File: config.mk
export PLATFORM = sky130hd
export DESIGN_NAME = uart_os_rx
export DESIGN_NICKNAME = d
export VERILOG_FILES = /design/src/rtl/uart_os_rx_pkg.sv /design/src/rtl/uart_os_rx_sync.sv /design/src/rtl/uart_os_rx_sampler.sv /design/src/rtl/uart_os_rx_frame.sv /design/src/rtl/uart_os_rx.sv
export SDC_FILE = /design/constraint.sdc
export NUM_CORES = 1
export LEC_CHECK = 0
export BUFFER_PORTS_ARGS = -buffer_cell sky130_fd_sc_hd__buf_2
export CORE_MARGIN = 3
export CORE_UTILIZATION = 40
export DETAILED_ROUTE_END_ITERATION = 8
export RECOVER_POWER = 50
export SLEW_MARGIN = 40
export SYNTH_ARGS = -nofsm -noshare
export SYNTH_HDL_FRONTEND = slang
export SYNTH_SLANG_ARGS = --single-unit
File: constraint.sdc
create_clock -name clk -period 2.5 [get_ports clk]
set_clock_uncertainty 0.2 [all_clocks]
set_input_delay 0.25 -clock clk [delete_from_list [all_inputs] [get_ports clk]]
set_output_delay 0.25 -clock clk [all_outputs]
set_load 0.02 [all_outputs]
File: src/rtl/uart_os_rx_pkg.sv
package uart_os_rx_pkg;

  typedef enum logic [1:0] {
    RX_IDLE,
    RX_START,
    RX_DATA,
    RX_STOP
  } rx_state_e;

  typedef struct packed {
    logic nine;
    logic par_en;
    logic par_odd;
  } rx_cfg_t;

endpackage

File: src/rtl/uart_os_rx_sync.sv
module uart_os_rx_sync #(
  parameter int STAGES = 2
) (
  input  logic clk,
  input  logic rst_n,
  input  logic rx_in,
  output logic rx_s,
  output logic fall
);

  logic [STAGES-1:0] chain_q;
  logic              last_q;

  generate
    for (genvar g = 0; g < STAGES; g++) begin : g_stage
      if (g == 0) begin : g_first
        always_ff @(posedge clk or negedge rst_n) begin
          if (!rst_n) chain_q[0] <= 1'b1;
          else        chain_q[0] <= rx_in;
        end
      end else begin : g_next
        always_ff @(posedge clk or negedge rst_n) begin
          if (!rst_n) chain_q[g] <= 1'b1;
          else        chain_q[g] <= chain_q[g-1];
        end
      end
    end
  endgenerate

  always_ff @(posedge clk or negedge rst_n) begin
    if (!rst_n) last_q <= 1'b1;
    else        last_q <= chain_q[STAGES-1];
  end

  assign rx_s = chain_q[STAGES-1];
  assign fall = last_q & ~chain_q[STAGES-1];

endmodule

File: src/rtl/uart_os_rx_sampler.sv
module uart_os_rx_sampler #(
  parameter int OS_RATE    = 16,
  parameter int VOTE_FIRST = 8
) (
  input  logic clk,
  input  logic rst_n,
  input  logic os_tick,
  input  logic rx_s,
  input  logic restart,
  input  logic run,
  output logic vote_valid,
  output logic vote_bit,
  output logic vote_noise
);

  localparam int CNT_W = $clog2(OS_RATE);
  localparam logic [CNT_W-1:0] IDX_A    = CNT_W'(VOTE_FIRST - 1);
  localparam logic [CNT_W-1:0] IDX_B    = CNT_W'(VOTE_FIRST);
  localparam logic [CNT_W-1:0] IDX_C    = CNT_W'(VOTE_FIRST + 1);
  localparam logic [CNT_W-1:0] CNT_LAST = CNT_W'(OS_RATE - 1);

  logic [CNT_W-1:0] cnt_q, cnt_d;
  logic             smp_a_q, smp_a_d;
  logic             smp_b_q, smp_b_d;
  logic             step;

  assign step = run & os_tick;

  always_comb begin
    cnt_d   = cnt_q;
    smp_a_d = smp_a_q;
    smp_b_d = smp_b_q;
    if (restart) begin
      cnt_d = '0;
    end else if (step) begin
      cnt_d = (cnt_q == CNT_LAST) ? '0 : cnt_q + CNT_W'(1);
      if (cnt_q == IDX_A) smp_a_d = rx_s;
      if (cnt_q == IDX_B) smp_b_d = rx_s;
    end
  end

  always_ff @(posedge clk or negedge rst_n) begin
    if (!rst_n) begin
      cnt_q   <= '0;
      smp_a_q <= 1'b1;
      smp_b_q <= 1'b1;
    end else begin
      cnt_q   <= cnt_d;
      smp_a_q <= smp_a_d;
      smp_b_q <= smp_b_d;
    end
  end

  assign vote_valid = step & (cnt_q == IDX_C);
  assign vote_bit   = (smp_a_q & smp_b_q) | (smp_a_q & rx_s) | (smp_b_q & rx_s);
  assign vote_noise = ~((smp_a_q == smp_b_q) & (smp_b_q == rx_s));

  // a restart always realigns the sample count to zero
  p_restart_zero_r4: assert property (@(posedge clk) disable iff (!rst_n)
    restart |=> (cnt_q == '0));

endmodule

File: src/rtl/uart_os_rx_frame.sv
module uart_os_rx_frame
  import uart_os_rx_pkg::*;
#(
  parameter int WORD_W = 9
) (
  input  logic              clk,
  input  logic              rst_n,
  input  logic              fall,
  input  logic              vote_valid,
  input  logic              vote_bit,
  input  logic              vote_noise,
  input  rx_cfg_t           cfg_in,
  output logic              restart,
  output logic              run,
  output logic [WORD_W-1:0] rx_word,
  output logic              rx_valid,
  output logic              par_err,
  output logic              noise_err,
  output logic              frame_err
);

  localparam int IDX_W = $clog2(WORD_W + 1);
  localparam logic [IDX_W-1:0] LAST_LONG  = IDX_W'(WORD_W - 1);
  localparam logic [IDX_W-1:0] LAST_SHORT = IDX_W'(WORD_W - 2);

  rx_state_e         state_q, state_d;
  logic [IDX_W-1:0]  bit_cnt_q, bit_cnt_d;
  logic [WORD_W-1:0] shreg_q, shreg_d;
  logic              nacc_q, nacc_d;
  rx_cfg_t           cfg_q, cfg_d;
  logic [WORD_W-1:0] word_q, word_d;
  logic              pe_q, pe_d, ne_q, ne_d, fe_q, fe_d, valid_q, valid_d;
  logic [IDX_W-1:0]  last_idx;

  assign last_idx = cfg_q.nine ? LAST_LONG : LAST_SHORT;

  always_comb begin
    state_d   = state_q;
    bit_cnt_d = bit_cnt_q;
    shreg_d   = shreg_q;
    nacc_d    = nacc_q;
    cfg_d     = cfg_q;
    word_d    = word_q;
    pe_d      = pe_q;
    ne_d      = ne_q;
    fe_d      = fe_q;
    valid_d   = 1'b0;
    restart   = 1'b0;
    case (state_q)
      RX_IDLE: begin
        if (fall) begin
          restart   = 1'b1;
          state_d   = RX_START;
          cfg_d     = cfg_in;
          bit_cnt_d = '0;
          shreg_d   = '0;
          nacc_d    = 1'b0;
        end
      end
      RX_START: begin
        if (vote_valid) begin
          if (vote_bit) begin
            state_d = RX_IDLE;
          end else begin
            nacc_d  = vote_noise;
            state_d = RX_DATA;
          end
        end
      end
      RX_DATA: begin
        if (vote_valid) begin
          for (int i = 0; i < WORD_W; i++) begin
            if (i == int'(bit_cnt_q)) shreg_d[i] = vote_bit;
          end
          nacc_d    = nacc_q | vote_noise;
          bit_cnt_d = bit_cnt_q + IDX_W'(1);
          if (bit_cnt_q == last_idx) state_d = RX_STOP;
        end
      end
      RX_STOP: begin
        if (vote_valid) begin
          valid_d = 1'b1;
          word_d  = shreg_q;
          pe_d    = cfg_q.par_en & ((^shreg_q) ^ cfg_q.par_odd);
          ne_d    = nacc_q | vote_noise;
          fe_d    = ~vote_bit;
          state_d = RX_IDLE;
        end
      end
      default: state_d = RX_IDLE;
    endcase
  end

  always_ff @(posedge clk or negedge rst_n) begin
    if (!rst_n) begin
      state_q   <= RX_IDLE;
      bit_cnt_q <= '0;
      shreg_q   <= '0;
      nacc_q    <= 1'b0;
      cfg_q     <= '0;
      word_q    <= '0;
      pe_q      <= 1'b0;
      ne_q      <= 1'b0;
      fe_q      <= 1'b0;
      valid_q   <= 1'b0;
    end else begin
      state_q   <= state_d;
      bit_cnt_q <= bit_cnt_d;
      shreg_q   <= shreg_d;
      nacc_q    <= nacc_d;
      cfg_q     <= cfg_d;
      word_q    <= word_d;
      pe_q      <= pe_d;
      ne_q      <= ne_d;
      fe_q      <= fe_d;
      valid_q   <= valid_d;
    end
  end

  assign run       = (state_q != RX_IDLE);
  assign rx_word   = word_q;
  assign rx_valid  = valid_q;
  assign par_err   = pe_q;
  assign noise_err = ne_q;
  assign frame_err = fe_q;

  // the valid strobe lasts one cycle
  p_valid_pulse_r10: assert property (@(posedge clk) disable iff (!rst_n)
    rx_valid |=> !rx_valid);

  // results only move together with the strobe
  p_hold_flags_r10: assert property (@(posedge clk) disable iff (!rst_n)
    !rx_valid |-> $stable({word_q, pe_q, ne_q, fe_q}));

  // a start bit voted high returns to idle without a strobe
  p_false_start_r5: assert property (@(posedge clk) disable iff (!rst_n)
    (state_q == RX_START && vote_valid && vote_bit) |=> (state_q == RX_IDLE && !rx_valid));

  // no parity error reported for a frame taken without parity
  p_par_off_r7: assert property (@(posedge clk) disable iff (!rst_n)
    (rx_valid && !cfg_q.par_en) |-> !par_err);

endmodule

File: src/rtl/uart_os_rx.sv
module uart_os_rx
  import uart_os_rx_pkg::*;
#(
  parameter int OS_RATE     = 16,
  parameter int VOTE_FIRST  = 8,
  parameter int WORD_W      = 9,
  parameter int SYNC_STAGES = 2
) (
  input  logic              clk,
  input  logic              rst_n,
  input  logic              os_tick,
  input  logic              rx_in,
  input  logic              cfg_nine_bit,
  input  logic              cfg_par_en,
  input  logic              cfg_par_odd,
  input  logic              par_irq_en,
  output logic [WORD_W-1:0] rx_word,
  output logic              rx_valid,
  output logic              par_err,
  output logic              noise_err,
  output logic              frame_err,
  output logic              par_irq
);

  logic    rst_meta_q, rst_sync_q;
  logic    rx_s, fall, restart, run;
  logic    vote_valid, vote_bit, vote_noise;
  rx_cfg_t cfg_in;

  always_ff @(posedge clk or negedge rst_n) begin
    if (!rst_n) begin
      rst_meta_q <= 1'b0;
      rst_sync_q <= 1'b0;
    end else begin
      rst_meta_q <= 1'b1;
      rst_sync_q <= rst_meta_q;
    end
  end

  assign cfg_in = '{nine: cfg_nine_bit, par_en: cfg_par_en, par_odd: cfg_par_odd};

  uart_os_rx_sync #(.STAGES(SYNC_STAGES)) u_sync (
    .clk   (clk),
    .rst_n (rst_sync_q),
    .rx_in (rx_in),
    .rx_s  (rx_s),
    .fall  (fall)
  );

  uart_os_rx_sampler #(.OS_RATE(OS_RATE), .VOTE_FIRST(VOTE_FIRST)) u_sampler (
    .clk        (clk),
    .rst_n      (rst_sync_q),
    .os_tick    (os_tick),
    .rx_s       (rx_s),
    .restart    (restart),
    .run        (run),
    .vote_valid (vote_valid),
    .vote_bit   (vote_bit),
    .vote_noise (vote_noise)
  );

  uart_os_rx_frame #(.WORD_W(WORD_W)) u_frame (
    .clk        (clk),
    .rst_n      (rst_sync_q),
    .fall       (fall),
    .vote_valid (vote_valid),
    .vote_bit   (vote_bit),
    .vote_noise (vote_noise),
    .cfg_in     (cfg_in),
    .restart    (restart),
    .run        (run),
    .rx_word    (rx_word),
    .rx_valid   (rx_valid),
    .par_err    (par_err),
    .noise_err  (noise_err),
    .frame_err  (frame_err)
  );

  assign par_irq = par_err & par_irq_en;

endmodule

Word-level counts from Yosys, hierarchy flattened
Cells that the tools add are included.

$add $sub $neg: 2. Eq/ne operators: 33. Muxes and demuxes: 35. Bitwise logic cells: 17. Reduce and logical (&&, ||, !) cells: 23.

Operators by type and width (number): AND reduction 4 bit (9); != test 2 x 1 -> 1 bit (second input constant) (13); two-way mux 4 bit (6); == test 4 bit (first input constant) (5); two-way mux 9 bit (2); case mux 9 bit (2 select lines) (1); two-way mux 1 bit (17); == test 4 bit (second input constant) (3); two-way mux 2 bit (6); AND reduction 5 bit (2); bitwise AND 1 bit (9); AND reduction 3 bit (3); parity 9 bit (1); adder 4 x 1 -> 4 bit (second input constant) (2); == test 3 x 4 -> 1 bit (first input constant) (2); case mux 2 bit (4 select lines) (1); case mux 4 bit (2 select lines) (1); nonzero test 2 bit (3); == test 2 bit (second input constant) (2); == test 2 x 4 -> 1 bit (first input constant) (1); == test 4 x 3 -> 1 bit (second input constant) (1); == test 4 bit (1); logical NOT 4 bit (1); != test 2 bit (second input constant) (2); other kinds (9) (16).

Register bits: 43. Output and inout port bits: 14. Logic and storage cells: 138.

Longest topological paths before layout
Gate-level depths: netlist of the first run.

Word-level depth: 6. Gate-level depth with buffers: 10. Gate-level depth less buffers: 7.

Hierarchy
A second synthesis of the first run with hierarchy kept.

Cell total of the unflattened synthesis: 200. Area, all modules: 2242.2 sq um.

Modules (own cells, without submodules): uart_os_rx_frame (times used 1, cells an instance 152, area an instance 1696.6 sq um); uart_os_rx_sampler (times used 1, cells an instance 40, area an instance 392.9 sq um); uart_os_rx_sync (times used 1, cells an instance 4, area an instance 92.6 sq um); uart_os_rx (times used 1, cells an instance 4, area an instance 60.1 sq um).

Worst setup path after synthesis of the first run
OpenSTA, ideal clock, no wires.

Kind: reg-to-reg. Start point: register u_frame.state_q[0]. End point: register u_frame.nacc_q. Setup time: 0.132 ns. Data arrival time: 1.914 ns. Data required time: 2.168 ns. Slack: 0.254 ns. Cell stages (with the launch flop): 10. Path buffers: 2. Clock period less this slack: 2.246 ns. Path through: dfrtp_1 inv_1 ha_1 buf_6 nor4bb_4 and2_1 buf_6 a32oi_2 nand2_1 or3b_1.

Longest elaborated chain between the ends: 5. Elaborated cells on any way between the ends: 13. Classes of those cells: eq/ne (6); mux (1); bitwise (2); reduce/logical (4).

RTL lines: from (decl) (line uart_os_rx_frame.sv:26) `rx_state_e state_q, state_d;`; from (signal assigned) (line uart_os_rx_frame.sv:107) `state_q <= state_d;`; nonzero test 2 bit (line uart_os_rx_frame.sv:120) `assign run = (state_q != RX_IDLE);`; bitwise AND 1 bit (line uart_os_rx_sampler.sv:27) `assign step = run & os_tick;`; bitwise AND 1 bit (line uart_os_rx_sampler.sv:54) `assign vote_valid = step & (cnt_q == IDX_C);`; != test 2 x 1 -> 1 bit (no line); AND reduction 5 bit (no line); to (signal assigned) (line uart_os_rx_frame.sv:110) `nacc_q <= nacc_d;`; to (decl) (line uart_os_rx_frame.sv:29) `logic nacc_q, nacc_d;`.

Parallel ways exist; a longest one is shown, timed or not. A chain may end at the register's enable or synchronous reset.

Final worst setup path of the first run
Ends and elaborated chain as after synthesis.

==> summary.md, run 1 <==
| Metric | Value |
|---|---|
| Crit. End Element | flop |
| Number of buffers added on ports | 21 |
| Fin crit share | 90.3% |
| Fmax | 0.443 GHz |
| Syn Nets | 225 |
| Final Hold Vio Count | 0 |
| First-pass GRT wire length | 7230 um |
| Die Height | 81.5 um |
| Starting Density | 43.0% |
| Post-Layout Inst Area | 2630 sq um |
| Sequential Area | 1080 sq um |
| Setup-failing EPs final | 0 |
| Core area | 5300 sq um |
| DR WL/cell | 13.4 um |
| Largest net degree at the start of global routing | 42 |
| Worst vdd ir | 507 uV |
| Remaining DRCs | 0 |
| Clk Tree Root Cell | clkbuf_8 |
| CTS Hold Bufs | 5 |
| Buffers & Inverters on Critical Path | 1 |
| Slew Viols, Final | 42 |
| Cell count along the critical path | 7 |
| CTS tree | yes |
| Yosys warns | 0 |
| Crit Path Category | flop to flop |
| Area of the multi-input gates | 1110 sq um |
| R2R depth | 7 |
| Max H-tree Level | 2 |
| Setup TNS | 0 ns |
| Psw | 802 uW |
| Synthesis-to-finish area growth | 15.5% |
| Vias per cell | 4.97 |
| Worst EP required | 2.48 ns |
| Hpwl dp | 2920 um |
| Nets | 258 |
| Overall routing resource usage | 14.3% |
| Row Count | 26 |
| Syn_area_per_cell | 11.2 sq um |
| Sw Share | 35.2% |
| Number of DRC markers in iteration 0 | 81 |
| Max_slew headroom | -6.63% |
| Clk network pwr share | 23.9% |
| Vias in the first global route | 1500 |
| Seq pwr share | 41.1% |
| Vias | 1525 |
| Failing checks | capacitance limit, slew limit |
| Worst Tran Pin Value | 1.60 ns |
| Startpoint types | flop |
| Crit path max fanout | 4 |
| Share of cells above drive strength 1 | 21.9% |
| Netlist Area Pre-Place | 2280 sq um |
| Clk slew on worst S/H paths | 0.09 ns |
| Initial antenna violation count | 0 |
| Dpl cell area | 2480 sq um |
| Leak | 1.32 nW |
| Sequential-to-total area share from yosys stat | 47.5% |
| GPL Wtd Cong | 0.776 |
| Internal power | 1.48 mW |
| Post CTS Setup Buffer Count | 0 |
| Synthesized instance count | 203 |
| Max Root-Sink Buffers | 2 |
| Yosys cell types | 48 |
| Die width | 81.5 um |
| Die area | 6640 sq um |
| Status | finished with violations |
| Final Hold Slack | 0.0654 ns |
| Clk sinks | 43 |
| CP Cell Sequence | inv_1 -> ha_1 -> nor4bb_4 -> and2_1 -> a32oi_2 -> nand2_1 -> or3b_1 |
| Residual overflow from global routing | 0 |
| RSZ-0062 raised after global routing | false |
| CTS Buf Count | 5 |
| Filler cell count | 493 |
| ANT nets after route | 0 |
| Gate power share | 35.0% |
| Main synth FF type | dfrtp_1 |
| HP Class | input pin to asynchronous set/reset pin |
| Worst skew pair latency | 0.29 ns |
| Post-CTS Resized | 0 |
| Ys async rst share | 100% |
| Pwr Density | 866 nW/um^2 |
| Delay-heaviest family, CP | simple AND/OR/NAND/NOR gates |
| ANT cells | 0 |
| Final wirelength | 4120 um |
| Slowest CP cell | dfrtp_1 |
| Fin crit period | 2.26 ns |
| Critical path arrival | 2.24 ns |
| Post-synth EDFFs | 0 |
| DR pass1 iterations | 4 |
| Ports | 22 |
| Seq cells post-synth | 43 |
| CP peak stage delay | 0.41 ns |
| Maxcap violations | 1 |
path summary, 6_finish.rpt:
path | to | slack (ns) | from
max in group asynchronous | u_frame.rx_word[3]$_DFFE_PN0P_ | 0.69 | rst_sync_q$_DFF_PN0_
min reg2reg | rst_sync_q$_DFF_PN0_ | 0.15 | rst_meta_q$_DFF_PN0_
min | rst_sync_q$_DFF_PN0_ | 0.07 | rst_n
max reg2reg | u_frame.nacc_q$_DFFE_PN0P_ | 0.24 | u_frame.state_q[0]$_DFFE_PN0P_
max | u_frame.nacc_q$_DFFE_PN0P_ | 0.24 | u_frame.state_q[0]$_DFFE_PN0P_
min in group clk | rst_sync_q$_DFF_PN0_ | 0.15 | rst_meta_q$_DFF_PN0_
stage by stage:
| step | setup slack (ns) | utilization [%] | power, mW | std cells |
|---|---|---|---|---|
| floorplan | 0.254 | - | 1.55 | 203 |
| global placement | 0.294 | 46.7 | 1.74 | 294 |
| detailed placement | 0.234 | 46.7 | 1.75 | 294 |
| CTS | 0.237 | 49.8 | 2.31 | 307 |
| global route | 0.0417 | 49.7 | 2.45 | 307 |
| finish | 0.242 | 49.7 | 2.28 | 307 |
power groups by stage:
stage	clock network (mW)	logic, mW	registers, mW
final	0.545	0.798	0.938
after global routing	0.584	0.904	0.965
after CTS	0.561	0.806	0.943
after detailed placement	0	0.797	0.956
after global placement	0	0.788	0.951
after floorplan	0	0.618	0.932
kinds of logic (layout without fill, tap and decap cells):
kind of cell | after synthesis | count (layout) | synth area share [%]
AND/OR/NAND/NOR | 64 | 64 | 15.3
flip-flops | 43 | 43 | 47.5
AO/OA/AOI/OAI | 32 | 32 | 10.0
multiplexers | 24 | 24 | 12.2
buffers and inverters | 16 | 50 | 3.68
adder cells (fa/ha/maj) | 14 | 14 | 7.68
XOR/XNOR | 9 | 9 | 3.46
other | 1 | 1 | 0.164
layout by cell type, fill, tap and decap left out, drive strengths merged, types with 7 or more instances in the layout:
cell type	synthesis	layout
nand2	26	26
buf	4	25
dfrtp	38	38
xnor2	7	7
nand3	10	10
o21ai	8	8
ha	14	14
inv	9	9
mux2	15	15
clkbuf	3	8
mux2i	9	9
final cells by class:
type	instances	area share [%]
clock inverters	3	1.66
multi-input cells	144	42.3
repair buffers	33	7.74
inverters	9	1.28
flip-flops and latches	43	41.1
clock buffers	5	2.61
well taps	70	3.33
state kept, by name (all words and copies together), names as in the netlist, 3 cells and up, named ones only:
register and flops:
u_frame.bit_cnt_q 4, u_frame.shreg_q 9, u_sampler.cnt_q 4, u_frame.cfg_q 3, u_frame.rx_word 9
synth_stat cells, types with 2 or more instances:
cell type	count	area share, %
nor3_1	3	0.66
nor2b_1	3	0.82
mux2_2	5	2.5
o211ai_1	2	0.66
dfrtp_1	38	42
buf_6	3	1.5
nand4b_1	3	1.2
ha_1	14	7.7
mux2i_1	9	4.0
o21a_1	2	0.66
clkbuf_1	3	0.49
nor2_1	5	0.82
a21o_1	3	0.99
xnor2_1	7	2.7
a21oi_1	3	0.66
dfstp_2	5	5.8
a211oi_1	2	0.66
nand3_1	10	2.2
xor2_1	2	0.77
o21ai_0	3	0.66
o31ai_1	2	0.66
and2_1	3	0.82
nand2_1	25	4.1
inv_1	8	1.3
mux2_1	5	2.5
mux2_4	5	3.3
nand2b_1	5	1.4
o21ai_1	5	1.1
per-layer routing:
layer / up-vias / global-route usage (%) / routed length (um)
met4: 0 / 5.07 / 50
met3: 6 / 3.40 / 141
li1: 774 / - / -
met1: 723 / 18.8 / 2030
met5: - / 0 / 0
met2: 22 / 22.9 / 1900
No activity file was read; power rests on OpenSTA's default activity.
==> inputs of run 2 (changes only) <==
Settings changed: CTS_BUF_LIST set to sky130_fd_sc_hd__clkbuf_4.
==> summary.md, run 2 (synthesis gave the netlist of run 1 again) <==
| Metric | Value |
|---|---|
| Final Hold Slack | 0.0956 ns (+0.0302 ns) |
| Leak | 1.31 nW (-0.46%) |
| Maxcap violations | 1 (unchanged) |
| DR pass1 iterations | 4 (unchanged) |
| Fin crit period | 2.26 ns (+0.00165 ns) |
| Hpwl dp | 2920 um (unchanged) |
| Setup TNS | 0 ns (unchanged) |
| Ports | 22 (unchanged) |
| Die width | 81.5 um (unchanged) |
| Starting Density | 43.0% (unchanged) |
| Vias in the first global route | 1521 (+1.4%) |
| Worst Tran Pin Value | 1.60 ns (+0.00288 ns) |
| Vias per cell | 5.07 (+2.1%) |
| Clk sinks | 43 (unchanged) |
| Worst skew pair latency | 0.36 ns (+0.07 ns) |
| Clk slew on worst S/H paths | 0.14 ns (+0.05 ns) |
| Clk Tree Root Cell | clkbuf_4 |
| Most frequent cells in the layout | 38 x dfrtp_1, 25 x nand2_1, 19 x buf_2 |
| Overall routing resource usage | 14.4% (+0.11 points) |
| First-pass GRT wire length | 7270 um (+0.47%) |
| Synthesis-to-finish area growth | 14.7% |
| CTS tree | yes |
| Crit path max fanout | 4 (unchanged) |
| Fin crit share | 90.4% (about the same) |
| Max Root-Sink Buffers | 2 (unchanged) |
| ANT nets after route | 0 (unchanged) |
| Residual overflow from global routing | 0 (unchanged) |
| GPL Wtd Cong | 0.776 (unchanged) |
| Vias | 1562 (+2.4%) |
| Initial antenna violation count | 0 (unchanged) |
| Max_slew headroom | -6.82% (-0.19 points) |
| Crit. End Element | flop |
| Total Power | 2.19 mW (-4.1%) |
| Final wirelength | 4100 um (-0.41%) |
| Core area | 5300 sq um (unchanged) |
| Nets | 259 (+0.39%) |
| Slowest CP cell | dfrtp_1 |
| Commonest non-fill, non-tap cell in the layout | dfrtp_1 |
| Number of DRC markers in iteration 0 | 104 (+28%) |
| Worst EP required | 2.56 ns (+0.08 ns) |
| Post-CTS Resized | 0 (unchanged) |
| Max H-tree Level | 2 (unchanged) |
| CP peak stage delay | 0.43 ns (+0.02 ns) |
| Remaining DRCs | 0 (unchanged) |
| Share of cells above drive strength 1 | 22.3% (+0.33 points) |
| DR WL/cell | 13.3 um (-0.74%) |
| Pwr Density | 837 nW/um^2 (-3.3%) |
| Setup-failing EPs final | 0 (unchanged) |
| Worst vdd ir | 524 uV (+3.3%) |
| Critical path arrival | 2.32 ns (+0.08 ns) |
| Slew Viols, Final | 42 (unchanged) |
| Startpoint types | flop |
| Status | finished with violations |
| CP Cell Sequence | inv_1 -> ha_1 -> nor4bb_4 -> and2_1 -> a32oi_2 -> nand2_1 -> or3b_1 |
| Crit Path Category | flop to flop |
| Failing checks | capacitance limit, slew limit |
| Die area | 6640 sq um (unchanged) |
| Die Height | 81.5 um (unchanged) |
| HP Class | input pin to flop |
| Final Hold Vio Count | 0 (unchanged) |
| Row Count | 26 (unchanged) |
| ANT cells | 0 (unchanged) |
| CTS Hold Bufs | 6 (+1) |
| CTS Buf Count | 5 (unchanged) |
| Post CTS Setup Buffer Count | 0 (unchanged) |
| Number of buffers added on ports | 21 (unchanged) |
| RSZ-0062 raised after global routing | false |
| Fmax | 0.443 GHz (about the same) |
| Largest net degree at the start of global routing | 42 (unchanged) |
[run 2: final cells by class]
cell class | count | area (sq um)
inverters | 9 | 33.8
multi-input cells | 144 | 1110
repair buffers | 34 | 215
well taps | 70 | 87.6
clock inverters | 3 | 43.8
fillers | 492 | 2690
clock buffers | 5 | 37.5
flip-flops and latches | 43 | 1080
[run 2: path summary, 6_finish.rpt]
path	startpoint	endpoint	slack, ns	cells past startpoint
setup / recovery	u_frame.state_q[0]$_DFFE_PN0P_	u_frame.nacc_q$_DFFE_PN0P_	0.24	7
setup reg to reg	u_frame.state_q[0]$_DFFE_PN0P_	u_frame.nacc_q$_DFFE_PN0P_	0.24	7
hold / removal	os_tick	u_sampler.cnt_q[3]$_DFFE_PN0P_	0.1	3
hold reg to reg	rst_meta_q$_DFF_PN0_	rst_sync_q$_DFF_PN0_	0.16	0
max in group asynchronous	rst_sync_q$_DFF_PN0_	u_sampler.cnt_q[0]$_DFFE_PN0P_	0.69	0
min in group asynchronous	rst_sync_q$_DFF_PN0_	u_frame.rx_valid$_DFF_PN0_	0.46	0
[run 2: critical path: cells and delay by family (launching register included)]
kind | cells | cell delay [ns]
AOI/OAI and AO/OA | 1 | 0.14
adders and majority gates | 1 | 0.25
buffers and inverters | 1 | 0.11
DFF | 1 | 0.43
and+or+nand+nor | 4 | 1.03
[run 2: where the power goes]
part / switching, mW / total, mW / internal, mW
combinational: 0.433 / 0.799 / 0.366
sequential: 0.123 / 0.938 / 0.816
clock: 0.240 / 0.450 / 0.211
[run 2: layer usage]
| metal | wire length, um | part of all wire (%) | global-route usage [%] | vias up |
|---|---|---|---|---|
| li1 | - | - | - | 780 |
| met5 | 0 | 0 | 0 | - |
| met2 | 1880 | 46 | 23.3 | 21 |
| met1 | 2010 | 49 | 18.6 | 752 |
| met3 | 129 | 3.1 | 3.40 | 9 |
| met4 | 78 | 1.9 | 5.57 | 0 |
[run 2: metrics by stage]
step | cell area, sq um | setup WS, ns | util (%) | std cells
final | 2610 | 0.241 | 49.3 | 308
after global placement | 2480 | 0.294 | 46.7 | 294
after floorplan | 2280 | 0.254 | - | 203
after CTS | 2620 | 0.232 | 49.4 | 308
after global routing | 2610 | 0.0291 | 49.3 | 308
after detailed placement | 2480 | 0.234 | 46.7 | 294
==> inputs of run 3 (changes only) <==
Settings changed: PLACE_DENSITY set to 0.61, SKIP_LAST_GASP set to 1.
Clock period 2.5 ns to 1.9 ns, I/O delays scaled along.
==> summary.md, run 3 (synthesis gave the netlist of run 1 again) <==
| Metric | Value |
|---|---|
| Die area | 6640 sq um (unchanged) |
| Number of DRC markers in iteration 0 | 95 (-8.7%) |
| Die Height | 81.5 um (unchanged) |
| Final wirelength | 4730 um (+15%) |
| Critical path arrival | 2.07 ns (-0.25 ns) |
| RSZ-0062 raised after global routing | true |
| Met3 Track Usage GR | 4.61% (+1.2 points) |
| Slew Viols, Final | 0 (-100%) |
| Max Root-Sink Buffers | 2 (unchanged) |
| Gate power share | 46.2% (+9.7 points) |
| Crit Path Category | flop to flop |
| Commonest non-fill, non-tap cell in the layout | dfrtp_1 |
| Filler cell count | 465 (-5.5%) |
| HP Class | flop to asynchronous set/reset pin |
| Vias | 1692 (+8.3%) |
| Worst vdd ir | 601 uV (+15%) |
| Failing checks | setup timing |
| Worst Tran Pin Value | 0.810 ns (-0.792 ns) |
| Initial antenna violation count | 0 (unchanged) |
| GPL Wtd Cong | 0.763 (-1.6%) |
| ANT nets after route | 0 (unchanged) |
| DR pass1 iterations | 4 (unchanged) |
| Nets | 288 (+11%) |
| Overall routing resource usage | 16.3% (+1.9 points) |
| Synthesis-to-finish area growth | 31.2% |
| Residual overflow from global routing | 0 (unchanged) |
| First-pass GRT wire length | 8070 um (+11%) |
| Psw | 1.20 mW (+51%) |
| Clk network pwr share | 18.1% (-2.5 points) |
| Vias in the first global route | 1739 (+14%) |
| Fin crit period | 2.02 ns (-0.242 ns) |
| CTS tree | yes |
| Fmax | 0.496 GHz (+12%) |
| Maxcap violations | 0 (-1) |
| CTS Buf Count | 5 (unchanged) |
| Startpoint types | flop |
| Vias per cell | 5.02 (-1.0%) |
| Remaining DRCs | 0 (unchanged) |
| Pwr Density | 1120 nW/um^2 (+33%) |
| Share of cells above drive strength 1 | 38.6% (+16 points) |
| Largest net degree at the start of global routing | 22 (-48%) |
| Die width | 81.5 um (unchanged) |
| Final Hold Slack | 0.135 ns (+0.0392 ns) |
| Pre-CTS WS | -0.134 ns (-0.368 ns) |
| DR WL/cell | 14.0 um (+5.3%) |
| Leak | 1.48 nW (+13%) |
| Met1 usage | 19.0% (+0.45 points) |
| Total Power | 3.34 mW (+53%) |
| Hpwl dp | 3380 um (+16%) |
| Core area | 5300 sq um (unchanged) |
| Sw Share | 36.0% (-0.34 points) |
| Setup TNS | -2.24 ns (-2.24 ns) |
| Seq pwr share | 35.7% (-7.2 points) |
| Setup-failing EPs final | 28 (+28) |
| Worst skew pair latency | 0.37 ns (about the same) |
| Post-route setup slack | -0.118 ns (-0.358 ns) |
| Global routing's busiest layer | met2 |
| Max H-tree Level | 2 (unchanged) |
| Final Hold Vio Count | 0 (unchanged) |
| Fin crit share | 106% (+16 points) |
| Starting Density | 43.0% (unchanged) |
| Most frequent cells in the layout | 38 x dfrtp_1, 29 x buf_4, 25 x nand2_1 |
| Util after Layout | 56.4% (+7.1 points) |
| Row Count | 26 (unchanged) |
| Number of buffers added on ports | 21 (unchanged) |
| Ports | 22 (unchanged) |
| Clk sinks | 43 (unchanged) |
| Internal power | 2.14 mW (+54%) |
| Status | finished with violations |
| Grt met2 use | 28.7% (+5.5 points) |
| Max_slew headroom | 46.0% (+53 points) |
| Clk Tree Root Cell | clkbuf_4 |
| Crit. End Element | flop |
| ANT cells | 0 (unchanged) |
| Crit path max fanout | 4 (unchanged) |
| Worst EP required | 1.96 ns (-0.60 ns) |
| Clk slew on worst S/H paths | 0.14 ns (about the same) |
==> run 3: through the flow <==
stage | instances | instance area, sq um
global placement | 316 | 2740
CTS | 335 | 2980
detailed placement | 316 | 2740
finish | 337 | 2990
floorplan | 203 | 2360
global route | 337 | 2990
==> run 3: final timing paths <==
check / endpoint / cells after the start / start / slack, ns
worst max-delay path: u_frame.nacc_q$_DFFE_PN0P_ / 7 / flop / -0.12
worst min-delay path: u_sampler.cnt_q[1]$_DFFE_PN0P_ / 0 / rst_sync_q$_DFF_PN0_ / 0.13
worst max register to register: u_frame.nacc_q$_DFFE_PN0P_ / 7 / flop / -0.12
worst min register to register: u_sampler.cnt_q[1]$_DFFE_PN0P_ / 0 / rst_sync_q$_DFF_PN0_ / 0.13
max in group asynchronous: u_frame.state_q[0]$_DFFE_PN0P_ / 1 / rst_sync_q$_DFF_PN0_ / 0.40
min in group clk: u_sync.rx_s$_DFF_PN1_ / 0 / u_sync.chain_q[0]$_DFF_PN1_ / 0.17
==> run 3: cell type report <==
cell class                 instances  area [sq um]  area share (%)
clock buffer                       5          37.5            1.25
clock inverter                     3          43.8            1.46
inverter                           9          33.8            1.13
multi-input combinational        145          1250            41.8
sequential                        43          1080            36.2
tap                               70          87.6            2.93
timing repair buffer              62           457            15.3
==> run 3: per-layer routing <==
| layer | share of wire [%] | vias to the layer above | routed length (um) |
|---|---|---|---|
| met4 | 1.3 | 0 | 61 |
| li1 | - | 838 | - |
| met3 | 4.0 | 6 | 189 |
| met1 | 44 | 824 | 2100 |
| met2 | 50 | 24 | 2370 |
| met5 | 0 | - | 0 |
==> run 3: power by group through the flow <==
stage | sequential [mW] | clock (mW) | combinational [mW]
floorplan | 1.23 | 0 | 0.889
global placement | 1.20 | 0 | 1.37
detailed placement | 1.22 | 0 | 1.38
CTS | 1.20 | 0.631 | 1.54
global route | 1.22 | 0.661 | 1.72
finish | 1.19 | 0.605 | 1.54
==> run 3: timing repair <==
action                     CTS  global route
hold buffers                 7             0
resized for setup           10             1
gates cloned                 1             0
hold endpoints to repair     8             0
pin swaps                    9             5
setup endpoints to repair   27            31
buffers inserted             3             2
==> run 3: worst max-delay path: stages (launching register included) <==
cell and delay (ns):
dfrtp_1 0.39, inv_2 0.06, ha_4 0.16, nor4bb_4 0.33, and2_4 0.24, a32oi_4 0.12
nand2_1 0.08, or3b_1 0.33
